<file path="src/rtl/msqrt_csla_pkg.sv">
package msqrt_csla_pkg;

    typedef enum logic [0:0] {
        PART_W64 = 1'b0,
        PART_W16 = 1'b1
    } part_e;

    localparam int unsigned MAX_GROUPS = 10;

    function automatic int unsigned grp_count(part_e p);
        return (p == PART_W16) ? 5 : 10;
    endfunction

    function automatic int unsigned grp_size(part_e p, int unsigned idx);
        int unsigned s;
        s = 0;
        if (p == PART_W16) begin
            case (idx)
                0: s = 2;
                1: s = 2;
                2: s = 3;
                3: s = 4;
                4: s = 5;
                default: s = 0;
            endcase
        end else begin
            case (idx)
                0: s = 2;
                1: s = 2;
                2: s = 3;
                3: s = 4;
                4: s = 6;
                5: s = 7;
                6: s = 8;
                7: s = 9;
                8: s = 11;
                9: s = 12;
                default: s = 0;
            endcase
        end
        return s;
    endfunction

    // Bit position where group idx starts (sum of all sizes below it).
    function automatic int unsigned grp_lsb(part_e p, int unsigned idx);
        int unsigned s;
        s = 0;
        for (int unsigned k = 0; k < MAX_GROUPS; k++) begin
            if (k < idx) s += grp_size(p, k);
        end
        return s;
    endfunction

    function automatic int unsigned part_width(part_e p);
        return grp_lsb(p, grp_count(p));
    endfunction

endpackage

</file>
<file path="src/rtl/msqrt_csla_ripple.sv">
module msqrt_csla_ripple #(
    parameter int unsigned W = 2
) (
    input  logic [W-1:0] a_i,
    input  logic [W-1:0] b_i,
    input  logic         cin_i,
    output logic [W-1:0] sum_o,
    output logic         cout_o
);

    logic [W-1:0] sum_d;
    logic         cout_d;

    always_comb begin
        logic c;
        c = cin_i;
        for (int i = 0; i < int'(W); i++) begin
            sum_d[i] = a_i[i] ^ b_i[i] ^ c;
            c        = (a_i[i] & b_i[i]) | ((a_i[i] ^ b_i[i]) & c);
        end
        cout_d = c;
    end

    assign sum_o  = sum_d;
    assign cout_o = cout_d;

endmodule

</file>
<file path="src/rtl/msqrt_csla_select_group.sv">
module msqrt_csla_select_group #(
    parameter int unsigned W = 4
) (
    input  logic [W-1:0] a_i,
    input  logic [W-1:0] b_i,
    input  logic         cin_i,
    output logic [W-1:0] sum_o,
    output logic         cout_o
);

    logic [W-1:0] hsum_d;
    logic [W-1:0] hcar_d;
    logic [W-1:0] csel_d;
    logic [W-1:0] sum_d;

    assign hsum_d = a_i ^ b_i;
    assign hcar_d = a_i & b_i;

    // Carry chain with a fixed seed; a local variable carries the ripple.
    function automatic logic [W-1:0] carry_word(logic [W-1:0] hs,
                                                logic [W-1:0] hc,
                                                logic         seed);
        logic [W-1:0] w;
        logic         c;
        c = seed;
        for (int i = 0; i < int'(W); i++) begin
            c    = (c & hs[i]) | hc[i];
            w[i] = c;
        end
        return w;
    endfunction

    // Both anticipated carry words, one per assumed group carry-in.
    logic [W-1:0] chain_d [2];

    for (genvar k = 0; k < 2; k++) begin : g_chain
        assign chain_d[k] = carry_word(hsum_d, hcar_d, 1'(k));
    end

    // Select the carry word first, then form a single sum word.
    assign csel_d = cin_i ? chain_d[1] : chain_d[0];

    always_comb begin
        sum_d[0] = hsum_d[0] ^ cin_i;
        for (int i = 1; i < int'(W); i++) begin
            sum_d[i] = hsum_d[i] ^ csel_d[i-1];
        end
    end

    assign sum_o  = sum_d;
    assign cout_o = csel_d[W-1];

endmodule

</file>
<file path="src/rtl/msqrt_csla_adder.sv">
module msqrt_csla_adder
    import msqrt_csla_pkg::*;
#(
    parameter part_e       PART  = PART_W64,
    parameter int unsigned WIDTH = part_width(PART)
) (
    input  logic [WIDTH-1:0] a_i,
    input  logic [WIDTH-1:0] b_i,
    input  logic             cin_i,
    output logic [WIDTH-1:0] sum_o,
    output logic             cout_o
);

    localparam int unsigned NGRP = grp_count(PART);

    if (WIDTH != part_width(PART)) begin : g_bad_width
        $error("group sizes of the selected partition do not add up to WIDTH");
    end

    // grp_carry[g] is the carry entering group g; the last entry leaves the top.
    logic [NGRP:0] grp_carry;

    assign grp_carry[0] = cin_i;

    for (genvar g = 0; g < int'(NGRP); g++) begin : g_grp
        localparam int unsigned LSB = grp_lsb(PART, g);
        localparam int unsigned GW  = grp_size(PART, g);
        if (g == 0) begin : g_rip
            msqrt_csla_ripple #(.W(GW)) u_rip (
                .a_i   (a_i[LSB +: GW]),
                .b_i   (b_i[LSB +: GW]),
                .cin_i (grp_carry[g]),
                .sum_o (sum_o[LSB +: GW]),
                .cout_o(grp_carry[g+1])
            );
        end else begin : g_sel
            msqrt_csla_select_group #(.W(GW)) u_sel (
                .a_i   (a_i[LSB +: GW]),
                .b_i   (b_i[LSB +: GW]),
                .cin_i (grp_carry[g]),
                .sum_o (sum_o[LSB +: GW]),
                .cout_o(grp_carry[g+1])
            );
        end
    end

    assign cout_o = grp_carry[NGRP];

endmodule

</file>
<file path="config.mk">
export PLATFORM = sky130hd
export DESIGN_NAME = msqrt_csla_adder
export DESIGN_NICKNAME = d
export VERILOG_FILES = /design/src/rtl/msqrt_csla_pkg.sv /design/src/rtl/msqrt_csla_ripple.sv /design/src/rtl/msqrt_csla_select_group.sv /design/src/rtl/msqrt_csla_adder.sv
export SDC_FILE = /design/constraint.sdc
export NUM_CORES = 1
export LEC_CHECK = 0
export ABC_CLOCK_PERIOD_IN_PS = 88900
export BUFFER_PORTS_ARGS = -buffer_cell sky130_fd_sc_hd__buf_2
export CORE_ASPECT_RATIO = 0.75
export CORE_UTILIZATION = 44
export DETAILED_ROUTE_END_ITERATION = 6
export GPL_TIMING_DRIVEN = 0
export PLACE_DENSITY_LB_ADDON = 0.25
export SLEW_MARGIN = 0
export SYNTH_ARGS = -nofsm -noshare
export SYNTH_HDL_FRONTEND = slang
export SYNTH_SLANG_ARGS = --single-unit
</file>
<file path="constraint.sdc">
create_clock -name vclk -period 88.9
set_input_delay 26.67 -clock vclk [all_inputs]
set_output_delay 26.67 -clock vclk [all_outputs]
set_load 0.03 [all_outputs]
</file>
---- After elaboration in Yosys (flattened, before gate mapping) ----
Cells that the tools add are included.
storage, ports and cells
  word-level logic and storage cells ...... 320
  output and inout port bits .............. 65
  register bits after elaboration ......... 0
  input bits .............................. 129
cells by class
  bitwise operators ....................... 311
  muxes and demuxes ....................... 9
operator list
  kind                count
  1-bit bitwise OR    117
  1-bit bitwise AND   110
  1-bit XOR           66
  12-bit bitwise AND  1
  12-bit 2-to-1 mux   1
  12-bit XOR          1
  11-bit bitwise AND  1
  11-bit 2-to-1 mux   1
  11-bit XOR          1
  9-bit bitwise AND   1
  9-bit 2-to-1 mux    1
  9-bit XOR           1
  8-bit bitwise AND   1
  8-bit 2-to-1 mux    1
  8-bit XOR           1
  7-bit bitwise AND   1
  7-bit 2-to-1 mux    1
  7-bit XOR           1
  6-bit bitwise AND   1
  6-bit 2-to-1 mux    1
  6-bit XOR           1
  4-bit bitwise AND   1
  4-bit 2-to-1 mux    1
  4-bit XOR           1
  6 further kinds     6

---- Logic depth before layout (Yosys ltp) ----
Gate-level depths: netlist of the first run.
  depth after elaboration ................. 26
  depth in mapped cells ................... 55
  gate-level depth less buffers ........... 55

---- Cells and area by module ----
From an unflattened synthesis of the first run, not the netlist that was laid out.
unflattened totals
  cell total of the unflattened synthesis .. 350
  area, all modules ....................... 2,793.9 um^2
modules (own cells, without submodules)
  module                                          cells an instance  times used  seq. area each (um^2)  area an instance (um^2)
  msqrt_csla_select_group (g_grp[9].g_sel.u_sel)  66                 1           0.0                    531.8
  msqrt_csla_select_group (g_grp[8].g_sel.u_sel)  58                 1           0.0                    462.9
  msqrt_csla_select_group (g_grp[6].g_sel.u_sel)  56                 1           0.0                    436.7
  msqrt_csla_select_group (g_grp[7].g_sel.u_sel)  43                 1           0.0                    366.6
  msqrt_csla_select_group (g_grp[5].g_sel.u_sel)  41                 1           0.0                    309.0
  msqrt_csla_select_group (g_grp[4].g_sel.u_sel)  29                 1           0.0                    245.2
  msqrt_csla_select_group (g_grp[3].g_sel.u_sel)  20                 1           0.0                    165.2
  msqrt_csla_select_group (g_grp[2].g_sel.u_sel)  15                 1           0.0                    116.4
  msqrt_csla_select_group (g_grp[1].g_sel.u_sel)  12                 1           0.0                    90.1
  msqrt_csla_ripple                               10                 1           0.0                    70.1

---- Worst setup path after synthesis of the first run ----
No wires, ideal clock.
  path type ............................... input port to output port
  from .................................... in a_i[0]
  to ...................................... out sum_o[63]
  data required time ...................... 62,230 ps
  slack ................................... 24,262 ps
  arrival ................................. 37,968 ps
  stages .................................. 55
  cell sequence ........................... inv_1 > fa_1 > inv_1 > fa_1 > mux2i_1 > fa_1 > mux2i_1 > o21bai_1 > fa_1 > mux2i_1 > and2_1 > o21ai_0 > nand2b_1 > fa_1 > nor2b_1 > o21ai_0 > a21boi_0 > o21a_1 > [... 19 more ...] > o21bai_1 > a21o_1 > fa_1 > nor2_1 > a211oi_1 > o311a_1 > o21a_4 > o21ai_1 > nand2b_1 > fa_1 > nor2_1 > a211oi_1 > nor4_1 > o21ai_0 > a21o_1 > a21oi_1 > fa_1 > inv_1
between the ends
  cells in the longest elaborated chain, start to end .. 15
ends and longest elaborated chain
  item                 line                           text
  start, declared      msqrt_csla_adder.sv:7          input logic [WIDTH-1:0] a_i,
  1-bit XOR            msqrt_csla_ripple.sv:19        c = (a_i[i] & b_i[i]) | ((a_i[i] ^ b_i[i]) & c);
  1-bit bitwise AND    msqrt_csla_ripple.sv:19
  1-bit bitwise OR *   msqrt_csla_ripple.sv:19
  1-bit bitwise AND *  msqrt_csla_ripple.sv:19
  1-bit bitwise OR *   msqrt_csla_ripple.sv:19
  2-bit 2-to-1 mux *   msqrt_csla_select_group.sv:41  assign csel_d = cin_i ? chain_d[1] : chain_d[0];
  3-bit 2-to-1 mux *   msqrt_csla_select_group.sv:41
  4-bit 2-to-1 mux *   msqrt_csla_select_group.sv:41
  6-bit 2-to-1 mux *   msqrt_csla_select_group.sv:41
  7-bit 2-to-1 mux *   msqrt_csla_select_group.sv:41
  8-bit 2-to-1 mux *   msqrt_csla_select_group.sv:41
  9-bit 2-to-1 mux *   msqrt_csla_select_group.sv:41
  11-bit 2-to-1 mux *  msqrt_csla_select_group.sv:41
  12-bit 2-to-1 mux *  msqrt_csla_select_group.sv:41
  1-bit XOR *          msqrt_csla_select_group.sv:46  sum_d[i] = hsum_d[i] ^ csel_d[i-1];
  end, declared        msqrt_csla_adder.sv:10         output logic [WIDTH-1:0] sum_o,
Every way passes the cells marked *; elsewhere a longest branch is shown, timed or not.

---- Worst setup path after layout of the first run ----
Ends and elaborated chain as after synthesis.

==> qor.yml, run 1 <==
routing:
  drc_errors: 0
  wl_met2_um: 3225
  drtIter0Drc: 70
  vias: 2697
  ant_nets: 0
  drtPass1Iterations: 4
  viasPerCell: 4.958
  drt_wl_total_um: 6230
  wl_per_cell_um: 11.45
  wl_met1_um: 2521
  dr_wl_met3_um: 373
  dr.max_layer_used: "met4"
power:
  ir_worst_vdd_uv: 6.549
  p_int_uw: 13.12
  power.share.clock: 0
  p_leak_nw: 1.964
  combPwrFrac: 1.000
  switching_share: 0.6460
  p_switching_uw: 23.95
  power_density_nw_per_um2: 11.10
  fin_total_pwr_uw: 37.08
  sequentialPowerShare: 0
floorplan:
  dieArea_um2: 5508
  rows: 22
  initial_core_util: 0.4629
  die_h_um: 64.53
  core_um2: 4955
  ioPinCount: 194
  die_x_um: 85.37
logic_synthesis:
  yosysWarnings: 0
  synthCells: 290
  netlist_area_um2: 2293
  synth_cell_types: 37
  synth_nets: 492
  synth_seq_area_share: 0
  syn-mean-instance-area_um2: 7.908
place:
  placedInstanceArea_um2: 3339
  dp_hpwl_um: 5925
  gp_congestion: 0.8230
  dpl.cell_count: 544
  io_buffers: 194
clock_tree:
  holdBufCountCts: 0
  post_cts_resized: 0
  cts_setup_buffers: 0
sta:
  maxSlewViolCount: 0
  min_period_over_period: 0.7428
  finalHoldViolations: 0
  rsz0062_at_grt: "false"
  slew_headroom: 0.6922
  setup_viol: 0
  worstMarginPinSlew_ns: 0.4590
  setup_tns_ns: 0
  min_period_ns: 66.04
  fmax_mhz: 15.14
worst_setup_path:
  crit_required_ns: 62.23
  critical_path_arrival_ns: 39.37
  cpMostUsedCell: "fa_1"
  cp_slowest_cell: "fa_1"
  crit_fanout: 4
  critPathLaunchType: "input port"
  slowest_delay_ns: 0.44
  crit_type: "input port to output port"
  end_kind: "output port"
final_layout:
  nFlopsAndLatches: 0
  mostFrequentLayoutCells: "buf_2, ha_1, inv_1, nor2_1"
  clockBufferCount: 0
  layout_commonest_cell: "buf_2"
  antenna_cells: 0
  nFillCells: 439
  drive_gt1_frac: 0.4091
  seqCellArea_um2: 0
  final_nets: 688
  post-route-cell-area_um2: 3339
  area_growth_pct: 45.61
  final_cells: 544
grt:
  grt_antenna_before_repair: 0
  grt_pass1_vias: 2537
  track_usage: 0.2179
  grt_max_degree: 6
  grt-ovfl-total: 0
  grt_pass1_wl_um: 10080
run:
  max-cap-violations: 0
hold_path:
  hold_path.class: "input port to output port"
run_status:
  status: "completed"
-- power by group through the flow --
| stage | clock, mW | combinational [mW] | sequential [mW] |
|---|---|---|---|
| after floorplan | 0 | 0.0264 | 0 |
| after global placement | 0 | 0.0363 | 0 |
| after detailed placement | 0 | 0.0371 | 0 |
| after CTS | 0 | 0.0373 | 0 |
| after global routing | 0 | 0.0400 | 0 |
| final | 0 | 0.0371 | 0 |
-- cells by family (layout without fill, tap and decap cells) --
family,after synthesis,in the layout,synth area share
compound gates,54,54,0.1604
buf+inv,38,232,0.06219
fa+ha+maj,73,73,0.4343
mux,5,5,0.02182
simple gates,82,82,0.1762
xor+xnor,38,38,0.1451
-- final timing paths --
path / start / endpoint / slack, ns / cells past startpoint
worst max-delay path: a_i[0] / sum_o[63] / 22.86 / 57
worst min-delay path: b_i[23] / sum_o[23] / 53.76 / 3
-- stage by stage --
step / utilization / worst slack [ns] / hold WS [ns]
after detailed placement: 0.6740 / 22.79 / 53.76
final: 0.6740 / 22.86 / 53.76
after floorplan: - / 24.26 / 53.65
after global routing: 0.6740 / 21.58 / 53.78
after global placement: 0.6740 / 23.04 / 53.75
after CTS: 0.6740 / 22.75 / 53.76
-- worst max-delay path, delay by kind of cell --
kind | cells | cell delay (ns)
AOI/OAI and AO/OA | 24 | 4.86
buffers and inverters | 5 | 0.46
and+or+nand+nor | 12 | 1.88
muxes | 5 | 1.06
adders and majority gates | 11 | 4.41
-- layer usage --
metal,global-route usage,vias to the layer above
met5,0,-
met4,0.04167,0
met3,0.02166,10
met2,0.4456,112
met1,0.2442,1186
li1,-,1389
-- cells in the mapped netlist, drive strengths merged, types with 2 or more instances --
| master | count | area, um^2 |
|---|---|---|
| ha | 62 | 775.7 |
| inv | 38 | 142.6 |
| nor2 | 31 | 123.9 |
| xnor2 | 19 | 166.4 |
| xor2 | 19 | 166.4 |
| a21oi | 14 | 70.07 |
| o21ai | 12 | 60.05 |
| fa | 11 | 220.2 |
| nand2b | 10 | 62.56 |
| nand2 | 9 | 33.78 |
| nor3 | 9 | 45.04 |
| nand3 | 8 | 40.04 |
| a211oi | 6 | 45.04 |
| mux2i | 5 | 50.05 |
| nor2b | 5 | 31.28 |
| o21a | 5 | 45.04 |
| o21bai | 5 | 37.54 |
| a21o | 3 | 22.52 |
| a21boi | 2 | 15.01 |
| and2 | 2 | 12.51 |
| o41ai | 2 | 25.03 |
| or3 | 2 | 12.51 |
-- final cells by class --
type,count,area (um^2),share of cell area
Multi-Input combinational cell,252,2151,0.6441
Inverter,38,142.6,0.04271
Timing Repair Buffer,194,970.9,0.2907
Tap cell,60,75.07,0.02248
No activity file was read; power rests on OpenSTA's default activity.
==> inputs of run 2 (changes only) <==
Settings changed: ABC_CLOCK_PERIOD_IN_PS 88900 to 60600, CORE_UTILIZATION 44 to 37.
Clock period 88.9 ns to 60.6 ns, I/O delays scaled along.
==> run 2 against run 1 <==
- wire length is 2.8% lower
- flip-flop and latch count stayed put
- setup slack worse by 11 ns
- largest cell class unchanged
- largest power group unchanged
==> qor.yml, run 2 (synthesis results as in run 1) <==
routing:
  drtPass1Iterations: 4
  drc_errors: 0
  vias: 2610
  drtIter0Drc: 51
  drt_wl_total_um: 6058
  ant_nets: 0
  viasPerCell: 4.644
  wl_per_cell_um: 10.78
grt:
  grt_pass1_vias: 2423
  grt-ovfl-total: 0
  track_usage: 0.1754
  grt_antenna_before_repair: 0
  met3_usage: 0.02397
  grt_max_degree: 6
  grtUsageMet2: 0.3570
  grt_pass1_wl_um: 9791
  grt_busiest_layer: "met2"
  globalRouteMet1Util: 0.2008
final_layout:
  final_cells: 562
  clockBufferCount: 0
  nFlopsAndLatches: 0
  antenna_cells: 0
  seqCellArea_um2: 0
  layout_commonest_cell: "buf_2"
  area_growth_pct: 46.59
  drive_gt1_frac: 0.4091
  nFillCells: 605
  final_nets: 688
  multiInputGateArea_um2: 2151
  mostFrequentLayoutCells: "buf_2, ha_1, inv_1, nor2_1"
worst_setup_path:
  endpoint: "sum_o[63]"
  crit_type: "input port to output port"
  end_kind: "output port"
  critPathLaunchType: "input port"
  slowest_delay_ns: 0.45
  crit_path_start: "a_i[0]"
  crit_required_ns: 42.42
  critical_path_arrival_ns: 30.94
  cp_slowest_cell: "fa_1"
  cpMostUsedCell: "fa_1"
  crit_fanout: 4
sta:
  maxSlewViolCount: 0
  fmax_mhz: 20.36
  rsz0062_at_grt: "false"
  setup_viol: 0
  min_period_over_period: 0.8105
  min_period_ns: 49.12
  slew_headroom: 0.6586
  worstMarginPinSlew_ns: 0.5090
  whs_ns: 36.78
  finalHoldViolations: 0
  setup_tns_ns: 0
clock_tree:
  holdBufCountCts: 0
  post_cts_resized: 0
  cts_setup_buffers: 0
place:
  dpl.cell_count: 562
  gp_congestion: 0.8314
  io_buffers: 194
  dp_hpwl_um: 5793
power:
  power_density_nw_per_um2: 16.05
  ir_worst_vdd_uv: 9.514
  p_leak_nw: 1.964
floorplan:
  rows: 24
  ioPinCount: 194
  dieArea_um2: 6521
  die_x_um: 92.91
  die_h_um: 70.19
  initial_core_util: 0.3897
  core_um2: 5886
run_status:
  status: "completed"
hold_path:
  worstHoldPathCells: 3
  hold_path.class: "input port to output port"
run:
  max-cap-violations: 0
[run 2: cell counts in the layout (fill, tap and decap cells not counted)]
No cell type changed its count.
[run 2: worst max-delay path, delay by kind of cell]
family | cells | cell delay (ns)
AO/OA/AOI/OAI | 24 | 4.89
multiplexers | 5 | 1.06
buffers and inverters | 5 | 0.45
AND/OR/NAND/NOR | 12 | 1.91
adder cells (fa/ha/maj) | 11 | 4.42
[run 2: worst min-delay path by stage]
stage,start,endpoint
2_1_floorplan,cin_i,sum_o[0]
3_3_place_gp,b_i[51],sum_o[51]
3_5_place_dp,b_i[51],sum_o[51]
4_1_cts,b_i[51],sum_o[51]
5_1_grt,b_i[6],sum_o[6]
6_report,b_i[51],sum_o[51]
[run 2: cell type report]
type | instances | area share
inverters | 38 | 0.04243
multi-input cells | 252 | 0.6397
well taps | 78 | 0.02903
repair buffers | 194 | 0.2888
[run 2: metal layers]
layer,wire length (um),vias to the layer above
met1,2489,1136
met3,403,0
met4,0,0
li1,-,1384
met5,0,-
met2,3165,90
[run 2: stage by stage]
step / utilization / area, um^2 / power (mW) / setup slack [ns]
3_3_place_gp: 0.5712 / 3362 / 0.05343 / 11.62
5_1_grt: 0.5712 / 3362 / 0.05840 / 10.23
6_report: 0.5712 / 3362 / 0.05395 / 11.48
3_5_place_dp: 0.5712 / 3362 / 0.05426 / 11.32
4_1_cts: 0.5712 / 3362 / 0.05448 / 11.33
2_1_floorplan: - / 2293 / 0.03877 / 12.94
[run 2: power by group]
| group | total (mW) | internal [mW] | switching [mW] |
|---|---|---|---|
| sequential | 0 | 0 | 0 |
| clock | 0 | 0 | 0 |
| combinational | 0.0540 | 0.0192 | 0.0347 |
